<file path="config.mk">
export PLATFORM = sky130hd
export DESIGN_NAME = bcastWriteDist
export DESIGN_NICKNAME = d
export VERILOG_FILES = /design/src/rtl/bwd_pkg.sv /design/src/rtl/bwd_ctrl.sv /design/src/rtl/bwd_datapath.sv /design/src/rtl/bcastWriteDist.sv
export SDC_FILE = /design/constraint.sdc
export NUM_CORES = 1
export LEC_CHECK = 0
export ABC_AREA = 0
export ABC_CLOCK_PERIOD_IN_PS = 5600
export BUFFER_PORTS_ARGS = -buffer_cell sky130_fd_sc_hd__clkbuf_2
export CORE_AREA = 5 5 265 267
export DETAILED_ROUTE_END_ITERATION = 10
export DIE_AREA = 0 0 270 272
export PLACE_DENSITY_LB_ADDON = 0.1
export SYNTH_ARGS = -nofsm -noshare
export SYNTH_HDL_FRONTEND = slang
export SYNTH_SLANG_ARGS = --single-unit
</file>
<file path="constraint.sdc">
create_clock -name clk -period 5.6 [get_ports clk]
set_clock_uncertainty 0.1 [all_clocks]
set_input_delay 0.28 -clock clk [delete_from_list [all_inputs] [get_ports clk]]
set_output_delay 0.28 -clock clk [all_outputs]
set_load 0.01 [all_outputs]
</file>
<file path="src/rtl/bwd_pkg.sv">
package bwd_pkg;
  typedef enum logic [2:0] {
    ST_LEN, ST_ADDR, ST_BLK, ST_MASK, ST_DECODE, ST_PAYLOAD
  } bwdState_t;

  typedef struct packed {
    logic capLen;
    logic capAddr;
    logic capBlk;
    logic capMask;
    logic decode;
    logic writeWord;
  } bwdStrobe_t;
endpackage

</file>
<file path="src/rtl/bwd_ctrl.sv">
module bwd_ctrl
  import bwd_pkg::*;
(
  input  logic       clk,
  input  logic       rst_n,
  input  logic       inValid,
  input  logic       lenZero,
  input  logic       lastWord,
  output logic       inReady,
  output bwdStrobe_t strobe
);
  bwdState_t state, stateNext;

  always_ff @(posedge clk) begin
    if (!rst_n) state <= ST_LEN;
    else        state <= stateNext;
  end

  always_comb begin
    stateNext = state;
    strobe    = '0;
    inReady   = (state != ST_DECODE);
    unique case (state)
      ST_LEN:     if (inValid) begin strobe.capLen  = 1'b1; stateNext = ST_ADDR; end
      ST_ADDR:    if (inValid) begin strobe.capAddr = 1'b1; stateNext = ST_BLK;  end
      ST_BLK:     if (inValid) begin strobe.capBlk  = 1'b1; stateNext = ST_MASK; end
      ST_MASK:    if (inValid) begin strobe.capMask = 1'b1; stateNext = ST_DECODE; end
      ST_DECODE: begin
        strobe.decode = 1'b1;
        stateNext = lenZero ? ST_LEN : ST_PAYLOAD;
      end
      ST_PAYLOAD: if (inValid) begin
        strobe.writeWord = 1'b1;
        if (lastWord) stateNext = ST_LEN;
      end
      default: stateNext = ST_LEN;
    endcase
  end
endmodule

</file>
<file path="src/rtl/bwd_datapath.sv">
module bwd_datapath
  import bwd_pkg::*;
#(
  parameter int NUM_BLK = 16,
  parameter int ADDR_W  = 8,
  parameter int DATA_W  = 32,
  parameter int LEN_W   = 9
) (
  input  logic                      clk,
  input  logic                      rst_n,
  input  logic [DATA_W-1:0]         inData,
  input  bwdStrobe_t                strobe,
  output logic                      lenZero,
  output logic                      lastWord,
  output logic [NUM_BLK-1:0]        wrEnOut,
  output logic [NUM_BLK*ADDR_W-1:0] wrAddrOut,
  output logic [NUM_BLK*DATA_W-1:0] wrDataOut
);
  localparam int BLK_W = (NUM_BLK > 1) ? $clog2(NUM_BLK) : 1;

  logic [LEN_W-1:0]   lenReg, remCnt;
  logic [ADDR_W-1:0]  addrCnt;
  logic [BLK_W-1:0]   blkReg, maskReg;
  logic [NUM_BLK-1:0] selComb, selReg;

  always_ff @(posedge clk) begin
    if (!rst_n) begin
      lenReg  <= '0;
      remCnt  <= '0;
      addrCnt <= '0;
      blkReg  <= '0;
      maskReg <= '0;
      selReg  <= '0;
    end else begin
      if (strobe.capLen)  lenReg  <= inData[LEN_W-1:0];
      if (strobe.capAddr) addrCnt <= inData[ADDR_W-1:0];
      if (strobe.capBlk)  blkReg  <= inData[BLK_W-1:0];
      if (strobe.capMask) maskReg <= inData[BLK_W-1:0];
      if (strobe.decode) begin
        selReg <= selComb;
        remCnt <= lenReg;
      end
      if (strobe.writeWord) begin
        addrCnt <= addrCnt + 1'b1;
        remCnt  <= remCnt - 1'b1;
      end
    end
  end

  assign lenZero  = (lenReg == '0);
  assign lastWord = (remCnt == LEN_W'(1));

  for (genvar k = 0; k < NUM_BLK; k++) begin : g_blk
    assign selComb[k] = ((BLK_W'(k) & ~maskReg) == (blkReg & ~maskReg));

    always_ff @(posedge clk) begin
      if (!rst_n) begin
        wrEnOut[k]                      <= 1'b0;
        wrAddrOut[k*ADDR_W +: ADDR_W]   <= '0;
        wrDataOut[k*DATA_W +: DATA_W]   <= '0;
      end else begin
        wrEnOut[k] <= strobe.writeWord & selReg[k];
        if (strobe.writeWord && selReg[k]) begin
          wrAddrOut[k*ADDR_W +: ADDR_W] <= addrCnt;
          wrDataOut[k*DATA_W +: DATA_W] <= inData;
        end
      end
    end
  end
endmodule

</file>
<file path="src/rtl/bcastWriteDist.sv">
module bcastWriteDist
  import bwd_pkg::*;
#(
  parameter int NUM_BLK = 16,
  parameter int ADDR_W  = 8,
  parameter int DATA_W  = 32,
  parameter int LEN_W   = 9
) (
  input  logic                      clk,
  input  logic                      rst_n,
  input  logic                      inValid,
  output logic                      inReady,
  input  logic [DATA_W-1:0]         inData,
  output logic [NUM_BLK-1:0]        wrEnOut,
  output logic [NUM_BLK*ADDR_W-1:0] wrAddrOut,
  output logic [NUM_BLK*DATA_W-1:0] wrDataOut
);
  bwdStrobe_t strobe;
  logic       lenZero, lastWord;

  bwd_ctrl u_ctrl (
    .clk(clk), .rst_n(rst_n), .inValid(inValid),
    .lenZero(lenZero), .lastWord(lastWord),
    .inReady(inReady), .strobe(strobe)
  );

  bwd_datapath #(
    .NUM_BLK(NUM_BLK), .ADDR_W(ADDR_W), .DATA_W(DATA_W), .LEN_W(LEN_W)
  ) u_dp (
    .clk(clk), .rst_n(rst_n), .inData(inData), .strobe(strobe),
    .lenZero(lenZero), .lastWord(lastWord),
    .wrEnOut(wrEnOut), .wrAddrOut(wrAddrOut), .wrDataOut(wrDataOut)
  );
endmodule

</file>
== Yosys cells after proc, flatten, opt, wreduce, memory -nomap -nowiden ==
Index checks and enable logic that the tools add are counted.

* $add $sub $neg: 2
* Bitwise logic cells: 18
* Equality and inequality tests: 28
* Reduce and logical (&&, ||, !) cells: 22
* Multiplexer cells: 19

{| class="wikitable"
|+ Operators with widths
! operator !! count
|-
| $eq A4 B4 Y1 || 8
|-
| $mux W3 || 7
|-
| $mux W9 || 2
|-
| $pmux W3 S6 || 1
|-
| $and A1 B1 Y1 || 16
|-
| $eq A3 B4 Y1 || 4
|-
| $logic_and A1 B1 Y1 || 16
|-
| $mux W8 || 2
|-
| $ne A2 B2 Y1 const B || 6
|-
| $eq A9 B1 Y1 const B || 1
|-
| $logic_not A9 Y1 || 1
|-
| $sub A9 B1 Y9 const B || 1
|-
| $add A8 B1 Y8 const B || 1
|-
| $eq A2 B4 Y1 || 2
|-
| $mux W1 || 7
|-
| $eq A3 B2 Y1 const B || 2
|-
| $eq A3 B3 Y1 const B || 2
|-
| $reduce_and A6 Y1 || 1
|-
| $and A4 B4 Y4 || 1
|-
| $eq A1 B4 Y1 || 1
|-
| $logic_not A4 Y1 || 1
|-
| $not A4 Y4 || 1
|-
| $reduce_bool A2 Y1 || 2
|-
| $eq A3 B1 Y1 const B || 1
|-
| 2 further kinds || 2
|}

* Output and inout bits: 657
* Bits in registers: 709
* Logic and storage cells: 144
* Input bits: 35

== Longest topological paths before layout ==
Gate-level depths: netlist of run 1.

* Depth in word-level cells: 4
* Depth in mapped cells: 9

== Cells and area by module ==
Synthesis of run 1 repeated with hierarchy kept, for this count alone.

* Cells, all modules: 3210
* Area total of the unflattened synthesis: 27012.2 µm²

{| class="wikitable"
|+ Modules (own cells, without submodules)
! module !! area an instance (µm²) !! times used !! cells each !! sequential area each (µm²)
|-
| bwd_datapath || 26788.2 || 1 || 3183 || 14133.6
|-
| bwd_ctrl || 224.0 || 1 || 27 || 60.1
|}

== Worst setup path after synthesis of run 1 ==
OpenSTA, ideal clock, no wires.

* Path kind: flip-flop to flip-flop
* Start point: register u_dp.remCnt[3]
* End point: register u_ctrl.state[2]
* Required time: 5.381 ns
* Stages on the path, launching flop included: 5
* Clock period less this slack: 1.784 ns
* Data arrival time: 1.565 ns
* Path slack: 3.816 ns
* Cells stage by stage: dfxtp_1 or3_4 or3_4 o31a_1 o221a_1

* Longest elaborated chain between the ends: 3

{| class="wikitable"
|+ Ends and longest elaborated chain
! what !! line !! source
|-
| start: declaration || bwd_datapath.sv:21 || <nowiki>logic [LEN_W-1:0] lenReg, remCnt;</nowiki>
|-
| start signal: assignment || bwd_datapath.sv:41 || <nowiki>remCnt <= lenReg;</nowiki>
|-
| start signal: assignment || bwd_datapath.sv:45 || <nowiki>remCnt <= remCnt - 1'b1;</nowiki>
|-
| $eq A9 B1 Y1 || bwd_datapath.sv:51 || <nowiki>assign lastWord = (remCnt == LEN_W'(1));</nowiki>
|-
| $ne A2 B2 Y1 (no line) || -- ||
|-
| $reduce_and A6 Y1 (no line) || -- ||
|-
| end signal: assignment || bwd_ctrl.sv:16 || <nowiki>else state <= stateNext;</nowiki>
|-
| end: declaration || bwd_ctrl.sv:12 || <nowiki>bwdState_t state, stateNext;</nowiki>
|}

Every way passes these cells.
A chain may end at the register's enable or synchronous reset.

== Worst setup path after layout of run 1 ==
* Start point: register u_ctrl.state[2]
* End point: register u_dp.wrAddrOut[111]

* Longest elaborated chain between the ends: 3

{| class="wikitable"
|+ Ends and longest elaborated chain
! what !! line !! source
|-
| $eq A3 B3 Y1 || bwd_ctrl.sv:23 || <nowiki>unique case (state)</nowiki>
|-
| $mux W1 || bwd_ctrl.sv:23 ||
|-
| $logic_and A1 B1 Y1 || bwd_datapath.sv:63 || <nowiki>if (strobe.writeWord && selReg[k]) begin</nowiki>
|-
| end signal: indexed assignment || bwd_datapath.sv:64 || <nowiki>wrAddrOut[k*ADDR_W +: ADDR_W] <= addrCnt;</nowiki>
|-
| end: declaration || bwd_datapath.sv:16 || <nowiki>output logic [NUM_BLK*ADDR_W-1:0] wrAddrOut,</nowiki>
|}

Every way passes these cells.

==> metrics.cfg, run 1 <==
[status]
outcome=finished, final reports clean

[pwr]
peakVddDrop_mv=0.230
powerDensity_nw_per_um2=336
p_leak_nw=12.0
finalPower_mw=10.4
p_int_mw=8.06
clock_power_share_pct=48.8
power_frac_comb_pct=2.6
power.switching_mw=2.38
p_seq_share_pct=48.6
swShare_pct=22.8

[synthesis]
synth_xor_area_share_pct=0.0349
synth_seq_area_share_pct=56.5
synth_mux_area_share_pct=0.404
ys_seq_elements=709
ys_async_sr_fraction_pct=0
ys.flop_type=dfxtp_1
synth_area_um2=25100
synth_edf_count=0
yosys.area_share.adder_pct=0.150
syn_nets=3245
synth.distinct_cells=52
yosys_warnings=0
synth-simple-area-share_pct=22.3
synth_area_per_cell_um2=7.83
synth_top_family_by_area=simple AND/OR/NAND/NOR gates
synth_compound_area_share_pct=14.7
syn_inst=3207

[placed_design]
gp_congestion=0.813
dp.final_hpwl_um=68500
numPortBuffers=691

[worst_hold_path]
hold_class=input port to register

[cts]
clk_pin_slew_worst_paths_ns=0.06
cts_tree=done
h-tree-depth=3
cts.sinks=709
cts_inserted_buffers=78
cts_buffer_depth=3
cts_root_buffer=clkbuf_16
insertion_delay_ns=0.61
cts_resized=0

[cells_and_area]
final_common_cell=nand2_1
area_delta_synth_final_pct=23.6
fill_cells=6954
multi_input_area_um2=9470
final_cell_mix=nand2_1 (1,326), dfxtp_1 (709), clkbuf_2 (691), a21oi_1 (660), clkbuf_16 (80)
antennaDiodeCount=0
fin_nets=3727
drive_above_1_share_pct=23.1
regArea_um2=14200

[critical_path]
crit_fanout=40
crit_path_end_kind=register
path_class=register to register
crit_arrival_ns=3.58
start_kind=register
worstPathRequired_ns=6.04

[global_routing]
grt_pass1_vias=20900
grt_max_degree=169
antenna_found_initial=0
grt_use_total_pct=27.2
grt_pass1_wl_um=152000
grt-ovfl-total=0

[route]
drtIter0Drc=1797
drc=0
vias=23300
vias_per_cell=5.04
drtPass1Iterations=5
wl_um=106000
postRouteAntennaNets=0
wire_per_inst_um=22.9

[flow_run]
maxCapViolations=0

[floorplanning]
start_util_pct=37.0
rows=96
chipHeight_um=272
io_pins=692
core_um2=67900
die_w_um=270
die-area_um2=73400

[timing]
tightest_slew_ns=1.15
post-route-period-util_pct=56.0
drv_slew=0
hold_viol_final=0
fin_tns_setup_ns=0
max_freq_mhz=319
maxSlewHeadroom_pct=23.2
rsz0062_at_grt=false
setup_viol_count_final=0
period_needed_ns=3.14

==> path summary, 6_finish.rpt <==
path | startpoint | endpoint | slack (ns) | cells past startpoint
setup / recovery | u_ctrl.state[2] | u_dp.wrAddrOut[111] | 2.46 | 5
hold / removal | inData[19] | u_dp.wrDataOut[211] | 0.12 | 3
setup reg to reg | u_ctrl.state[2] | u_dp.wrAddrOut[111] | 2.46 | 5
hold reg to reg | u_dp.wrDataOut[129] | u_dp.wrDataOut[129] | 0.35 | 2
==> state kept, by name (all words and copies together) (netlist names) <==
name            flops
u_dp.wrEnOut       16
u_dp.lenReg         9
u_dp.wrAddrOut    128
u_dp.maskReg        4
u_dp.remCnt         9
u_dp.selReg        16
u_dp.addrCnt        8
u_dp.blkReg         4
u_dp.wrDataOut    512
u_ctrl.state        3
==> kinds of logic after synthesis <==
kind of cell | Yosys count
xor gates and xnor gates | 1
buffers and inverters | 324
and+or+nand+nor | 1448
DFF | 709
AOI/OAI and AO/OA | 712
adders and majority gates | 3
muxes | 10
==> through the flow <==
step                      hold WS, ns  cells  worst slack (ns)  instance area (µm²)  utilization (%)
after global placement          0.341   4488              2.58                28500             42.0
final                           0.120   4628              2.46                31000             45.7
after CTS                       0.102   4628              2.50                31000             45.7
after global routing            0.133   4628              2.23                31000             45.7
after floorplan                 0.344   3207              3.82                25100                -
after detailed placement        0.345   4488              2.51                28500             42.0
==> worst max-delay path: stages, from the launching register on <==
cell and delay, ns:
dfxtp_1 0.73, and4b_1 0.60, buf_4 0.36, and2_2 0.91, nand2_1 0.15, a21oi_1 0.17
==> synthesized netlist by cell type (7+ instances only) <==
| cell | number | share of area [%] |
|---|---|---|
| buf_4 | 30 | 0.90 |
| nor2_1 | 55 | 0.82 |
| mux2i_1 | 9 | 0.36 |
| dfxtp_1 | 709 | 57 |
| buf_2 | 105 | 2.1 |
| clkbuf_1 | 149 | 2.2 |
| nand2_2 | 7 | 0.17 |
| o21ai_0 | 9 | 0.18 |
| nand2_1 | 1330 | 20 |
| nor2b_1 | 8 | 0.20 |
| nor3_1 | 7 | 0.14 |
| a21oi_1 | 660 | 13 |
| and2_1 | 18 | 0.45 |
| a22oi_1 | 17 | 0.51 |
| buf_1 | 33 | 0.49 |
==> timing repair <==
item | CTS | global route
endpoints found under the hold margin | 5 | 0
endpoints found under the setup margin | 0 | 0
hold buffers | 3 | 0
setup buffers | 0 | 0
==> metal layers <==
| layer | GRT usage, % | part of all wire (%) |
|---|---|---|
| met4 | 7.48 | 2.7 |
| met1 | 34.2 | 41 |
| met5 | 0 | 0 |
| met3 | 6.66 | 6.7 |
| met2 | 46.7 | 49 |
==> power by group through the flow <==
stage / clock network, mW / logic, mW / registers [mW]
6_report: 5.09 / 0.273 / 5.07
5_1_grt: 5.41 / 0.287 / 5.07
2_1_floorplan: 0 / 0.160 / 5.17
4_1_cts: 5.18 / 0.275 / 5.07
3_3_place_gp: 0 / 0.275 / 5.18
3_5_place_dp: 0 / 0.274 / 5.18
==> cell type report <==
| type | count | area share (%) |
|---|---|---|
| multi-input cells | 2174 | 30.5 |
| clock inverters | 19 | 0.569 |
| clock buffers | 118 | 7.53 |
| inverters | 6 | 0.0968 |
| repair buffers | 720 | 12.0 |
| flip-flops and latches | 709 | 45.7 |
| well taps | 882 | 3.56 |
No activity file was read; power rests on OpenSTA's default activity.
==> run 2, diff against run 1 <==
--- a/config.mk
+++ b/config.mk
@@ -5,12 +5,12 @@
 export SDC_FILE = /design/constraint.sdc
 export NUM_CORES = 1
 export LEC_CHECK = 0
-export ABC_AREA = 0
-export ABC_CLOCK_PERIOD_IN_PS = 5600
+export ABC_AREA = 1
+export ABC_CLOCK_PERIOD_IN_PS = 2670
 export BUFFER_PORTS_ARGS = -buffer_cell sky130_fd_sc_hd__clkbuf_2
-export CORE_AREA = 5 5 265 267
+export CORE_AREA = 5 5 269 271
 export DETAILED_ROUTE_END_ITERATION = 10
-export DIE_AREA = 0 0 270 272
+export DIE_AREA = 0 0 274 276
 export PLACE_DENSITY_LB_ADDON = 0.1
 export SYNTH_ARGS = -nofsm -noshare
 export SYNTH_HDL_FRONTEND = slang
==> constraint.sdc (replaced) <==
create_clock -name clk -period 2.67 [get_ports clk]
set_clock_uncertainty 0.1 [all_clocks]
set_input_delay 0.1335 -clock clk [delete_from_list [all_inputs] [get_ports clk]]
set_output_delay 0.1335 -clock clk [all_outputs]
set_load 0.01 [all_outputs]
==> run 2 against run 1 <==
Global-route usage fell by 1.7 points; cell count is 0.69% higher; sequential power is 110% higher; via count decreased by 3.3%; largest power group is now registers; count of clock-buffer cells in the layout fell by 7; maximum frequency grew 48%; die area rose by 3.0%; core utilization is 0.75 points lower; wire length decreased by 4.7%; final area increased by 0.79%; largest cell class unchanged.
==> metrics.cfg, run 2 <==
[global_routing]
grt_pass1_wl_um=147000
antenna_found_initial=2
grt-ovfl-total=0
grt_use_total_pct=25.5
grt_pass1_vias=21100
grt_max_degree=110

[cts]
cts_tree=done
cts.sinks=709
h-tree-depth=3
cts_inserted_buffers=78
cts_buffer_depth=3
cts_setup_buffers=0
insertion_delay_ns=0.62
cts_root_buffer=clkbuf_16
clk_pin_slew_worst_paths_ns=0.06

[route]
vias_per_cell=4.83
vias=22500
drc=0
drtPass1Iterations=5
wl_um=101000
drtIter0Drc=1555
wire_per_inst_um=21.7
postRouteAntennaNets=0

[synthesis]
syn_nets=3119
synth_edf_count=0
synth_area_um2=24500
yosys-top-cells-count=nor2_1 (986), dfxtp_1 (709), o21ai_0 (642)
ys_async_sr_fraction_pct=0
yosysMostFrequentCell=nor2_1
yosys_warnings=0
yosys.area.top_type=dfxtp_1
ys_seq_elements=709
syn_inst=3081
synth.distinct_cells=24
synthTopCellsByArea=dfxtp_1 (58%), nor2_1 (15%), o21ai_0 (13%)
synth_area_per_cell_um2=7.95
synth.top_cell.area_share_pct=58.0
synth_seq_area_share_pct=58.0
ys.flop_type=dfxtp_1

[worst_hold_path]
worstHoldStart=inData[12]
hold_class=input port to register
whs_endpoint=u_dp.wrDataOut[108]
hold_depth=3

[critical_path]
worstPathRequired_ns=3.05
crit_path_end_kind=register
path_class=register to register
start_kind=register
crit_slowest_cell=dlygate4sd3_1
crit_fanout=17
crit_arrival_ns=2.50
r2r-start=u_ctrl.state[2]
cp_top_family=buffers and inverters
crit_chain=buf_4, nor2_1, nand2_1, o21ai_0, dlygate4sd3_1, a21oi_1
path_buf_inv=2
r2r_slack_ns=0.55
reg2reg_depth=6
worstReg2RegEnd=u_dp.lenReg[7]
cpPeakStageDelay_ns=0.58

[floorplanning]
chipHeight_um=276
start_util_pct=35.2
io_pins=692
rows=97
die-area_um2=75600
core_um2=69500
die_w_um=274

[timing]
tightest_slew_ns=0.922
maxSlewHeadroom_pct=38.1
hold_viol_final=0
period_needed_ns=2.12
rsz0062_at_grt=false
fin_tns_setup_ns=0
drv_slew=0
post-route-period-util_pct=79.4
setup_viol_count_final=0
max_freq_mhz=472

[flow_run]
maxCapViolations=0

[placed_design]
numPortBuffers=691
gp_congestion=0.810
placedInstanceArea_um2=28700
dp.final_hpwl_um=68700

[cells_and_area]
final_common_cell=nor2_1
final_core_util_pct=45.0
final_cell_mix=nor2_1 (986), dfxtp_1 (708), clkbuf_2 (690), o21ai_0 (642), a21oi_1 (229)
largest_register_ffs=512
fill_cells=7203
fin_nets=3702
area_delta_synth_final_pct=27.7
top_register=u_dp.wrDataOut
antennaDiodeCount=0
largestRegisters=u_dp.wrDataOut x512, u_dp.wrAddrOut x128
drive_above_1_share_pct=24.3
design_area_um2=31300

[pwr]
finalPower_mw=22.0
powerDensity_nw_per_um2=704
p_leak_nw=13.3
peakVddDrop_mv=0.413

[status]
outcome=finished, final reports clean

[run 2: changes by cell type after synthesis, sizes merged, moves of 5 or more]
| cell | delta |
|---|---|
| nand3 | +24 |
| clkinv | +9 |
| and2 | -18 |
| mux2i | -9 |
| a21oi | -431 |
| inv | +52 |
| or3 | -5 |
| nor2 | +932 |
| nor2b | -8 |
| o21ai | +667 |
| nand2 | -1233 |
| buf | -86 |
| a22oi | -17 |
| clkbuf | +30 |
[run 2: per-layer routing]
layer	track usage, %	part of all wire [%]	vias to the layer above
li1	-	-	11200
met1	31.0	41	10500
met2	42.7	48	687
met3	7.44	7.5	160
met4	9.56	3.8	2
met5	0	0.020	-
[run 2: how the worst max path moves through the flow]
stage | from | end | slack [ns] | cells past startpoint
floorplan | u_ctrl.state[0] | u_dp.wrAddrOut[112] | 1.17 | 8
global placement | u_ctrl.state[0] | u_dp.wrDataOut[238] | 0.70 | 8
detailed placement | u_ctrl.state[0] | u_dp.wrDataOut[319] | 0.65 | 8
CTS | u_ctrl.state[2] | u_dp.lenReg[7] | 0.51 | 6
global route | u_ctrl.state[2] | u_dp.lenReg[7] | 0.32 | 6
finish | u_ctrl.state[2] | u_dp.lenReg[7] | 0.55 | 6
[run 2: power breakdown]
part,internal [mW],switching (mW)
sequential,10.6,0.0432
clock,5.98,4.40
combinational,0.233,0.732
[run 2: cells by family (layout without fill, tap and decap cells)]
kind of cell / Yosys count / count (layout) / synth area share [%]
AND/OR/NAND/NOR: 1128 / 1128 / 17.7
XOR/XNOR: 1 / 1 / 0.0358
buffers and inverters: 329 / 968 / 5.50
flip-flops: 709 / 709 / 58.0
adder cells (fa/ha/maj): 3 / 3 / 0.153
AO/OA/AOI/OAI: 911 / 911 / 18.7
[run 2: cell type report]
type	count	area, µm²	area share (%)
timing repair buffer	765	4270	13.7
multi-input combinational	2043	8940	28.6
tap	940	1180	3.76
clock inverter	25	214	0.684
inverter	67	251	0.804
clock buffer	111	2220	7.09
sequential	709	14200	45.4
[run 2: metrics by stage]
stage | hold slack (ns) | setup slack (ns) | instances
finish | 0.0696 | 0.550 | 4660
global route | 0.0713 | 0.316 | 4660
CTS | 0.0435 | 0.508 | 4660
detailed placement | 0.357 | 0.647 | 4514
global placement | 0.345 | 0.698 | 4514
floorplan | 0.198 | 1.17 | 3081
[run 2: what timing repair did]
item | CTS | global route
resized for setup | 0 | 0
hold buffers | 10 | 0
hold endpoints to repair | 68 | 0
setup endpoints to repair | 0 | 0
[run 2: tightest hold or removal path, stage by stage]
cell	delay [ns]
clkbuf_2	0.31
o21ai_0	0.25
nor2_1	0.04
==> run 3, diff against run 2 <==
--- a/config.mk
+++ b/config.mk
@@ -5,12 +5,12 @@
 export SDC_FILE = /design/constraint.sdc
 export NUM_CORES = 1
 export LEC_CHECK = 0
-export ABC_AREA = 1
-export ABC_CLOCK_PERIOD_IN_PS = 2670
+export ABC_AREA = 0
+export ABC_CLOCK_PERIOD_IN_PS = 1800
 export BUFFER_PORTS_ARGS = -buffer_cell sky130_fd_sc_hd__clkbuf_2
-export CORE_AREA = 5 5 269 271
+export CORE_AREA = 5 5 265 267
 export DETAILED_ROUTE_END_ITERATION = 10
-export DIE_AREA = 0 0 274 276
+export DIE_AREA = 0 0 270 272
 export PLACE_DENSITY_LB_ADDON = 0.1
 export SYNTH_ARGS = -nofsm -noshare
 export SYNTH_HDL_FRONTEND = slang
==> constraint.sdc (replaced) <==
create_clock -name clk -period 1.8 [get_ports clk]
set_clock_uncertainty 0.1 [all_clocks]
set_input_delay 0.09 -clock clk [delete_from_list [all_inputs] [get_ports clk]]
set_output_delay 0.09 -clock clk [all_outputs]
set_load 0.01 [all_outputs]
==> run 3 against run 2 <==
Sequential share of layout area decreased by 2.4 points; final area increased by 5.6%; global-route usage grew 2.0 points.
==> metrics.cfg, run 3 (same netlist as run 1, synthesis figures left out) <==
[status]
outcome=finished, final reports clean

[critical_path]
start_kind=register
crit_path_end_kind=register
crit_top_cell=or3_4
crit_chain=or3_4, or3_4, o31a_1, o221a_1
crit_fanout=4
crit_arrival_ns=2.14
cpPeakStageDelay_ns=0.39
path_buf_inv=0
cp_top_family=simple AND/OR/NAND/NOR gates
path_class=register to register
worstPathRequired_ns=2.19
crit_slowest_cell=or3_4

[cells_and_area]
antennaDiodeCount=0
fill_cells=6805
final_common_cell=nand2_1
fin_nets=3846
largest_register_ffs=512
final_core_util_pct=48.6
drive_above_1_share_pct=25.6
top_register=u_dp.wrDataOut
largestRegisters=u_dp.wrDataOut x512, u_dp.wrAddrOut x128
fin_cells=4753
area_delta_synth_final_pct=31.5
final_cell_mix=nand2_1 (1,326), dfxtp_1 (706), clkbuf_2 (690), a21oi_1 (659), clkbuf_16 (83)

[route]
drc=0
highest_layer=met4
drtPass1Iterations=7
wl_um=108000
vias=24000
wl_met3_um=7360
met2_length_um=52400
wire_per_inst_um=22.7
postRouteAntennaNets=0
vias_per_cell=5.05
drtIter0Drc=2135
met1_length_um=44200

[placed_design]
dp.final_hpwl_um=71400
dp.cells=4579
gp_congestion=0.827
numPortBuffers=691

[pwr]
p_leak_nw=12.9
powerDensity_nw_per_um2=1020
finalPower_mw=33.8
p_seq_share_pct=46.6
peakVddDrop_mv=0.810
p_int_mw=26.2
swShare_pct=22.5
power.switching_mw=7.59
clock_power_share_pct=50.3
power_frac_comb_pct=3.2

[timing]
hold_viol_final=0
maxSlewHeadroom_pct=49.6
whs_ns=0.0237
period_needed_ns=1.75
fin_tns_setup_ns=0
max_freq_mhz=570
drv_slew=0
tightest_slew_ns=0.755
setup_viol_count_final=0
rsz0062_at_grt=true
post-route-period-util_pct=97.4

[cts]
cts_root_buffer=clkbuf_16
cts_buffer_depth=3
cts_tree=done
insertion_delay_ns=0.61
h-tree-depth=3
clk_pin_slew_worst_paths_ns=0.06
cts_inserted_buffers=78
cts.sinks=709

[global_routing]
antenna_found_initial=0
grt_pass1_vias=21900
grt-ovfl-total=0
grt_max_degree=60
grt_use_total_pct=27.5
grt_pass1_wl_um=155000

[floorplanning]
die_w_um=270
rows=96
die-area_um2=73400
start_util_pct=37.0
chipHeight_um=272
io_pins=692
core_um2=67900

[flow_run]
maxCapViolations=0

[worst_hold_path]
hold_class=input port to register

[run 3: cell types whose count changed in the layout (fill, tap and decap cells not counted), moves of 34 or more]
cell / previous run / this run
nand2_1: 91 / 1326
o21ai_1: 34 / 0
o21ai_0: 642 / 9
a21oi_1: 229 / 659
inv_1: 41 / 4
buf_12: 18 / 57
nor2_1: 986 / 55
[run 3: worst reg2reg max path: stages, from the launching register on]
cell and delay (ns):
dfxtp_1 0.31, or3_4 0.39, or3_4 0.35, o31a_1 0.27, o221a_1 0.22
[run 3: per-layer routing]
metal	global-route usage, %	up-vias
li1	-	11500
met1	34.9	11500
met2	46.5	862
met3	6.27	173
met4	9.00	0
met5	0	-
[run 3: final cells by class]
class                      count  area (µm²)  area share [%]
sequential                   709       14200            43.0
multi-input combinational   2174        9510            28.8
timing repair buffer         839        5420            16.4
clock buffer                 115        2390            7.25
tap                          882        1100            3.34
clock inverter                28         352            1.07
inverter                       6        37.5           0.114
[run 3: repair_timing]
action	4_1_cts	5_1_grt
setup buffers	2	2
setup endpoints to repair	1	65
hold endpoints to repair	269	0
resized for setup	8	17
cloned	0	3
pin swaps	0	2
hold buffers	25	0
[run 3: stage by stage]
stage / area [µm²] / setup slack [ns]
after floorplan: 25100 / 0.0161
after global placement: 29800 / 0.0375
after detailed placement: 29800 / 0.0217
after CTS: 32900 / 0.00968
after global routing: 33000 / -0.0293
final: 33000 / 0.0460
[run 3: final timing paths]
check             slack [ns]  depth (start not counted)                   to           startpoint
setup / recovery        0.05                          4      u_ctrl.state[2]       u_dp.remCnt[3]
hold / removal          0.02                          3   u_dp.wrDataOut[94]           inData[30]
setup reg to reg        0.05                          4      u_ctrl.state[2]       u_dp.remCnt[3]
hold reg to reg         0.35                          2  u_dp.wrDataOut[254]  u_dp.wrDataOut[254]
[run 3: power by group through the flow]
stage               clock [mW]  combinational, mW  sequential (mW)
floorplan                    0              0.498             16.1
global placement             0               1.02             16.1
detailed placement           0               1.01             16.1
CTS                       17.2               1.06             15.7
global route              17.9               1.11             15.7
finish                    17.0               1.07             15.7
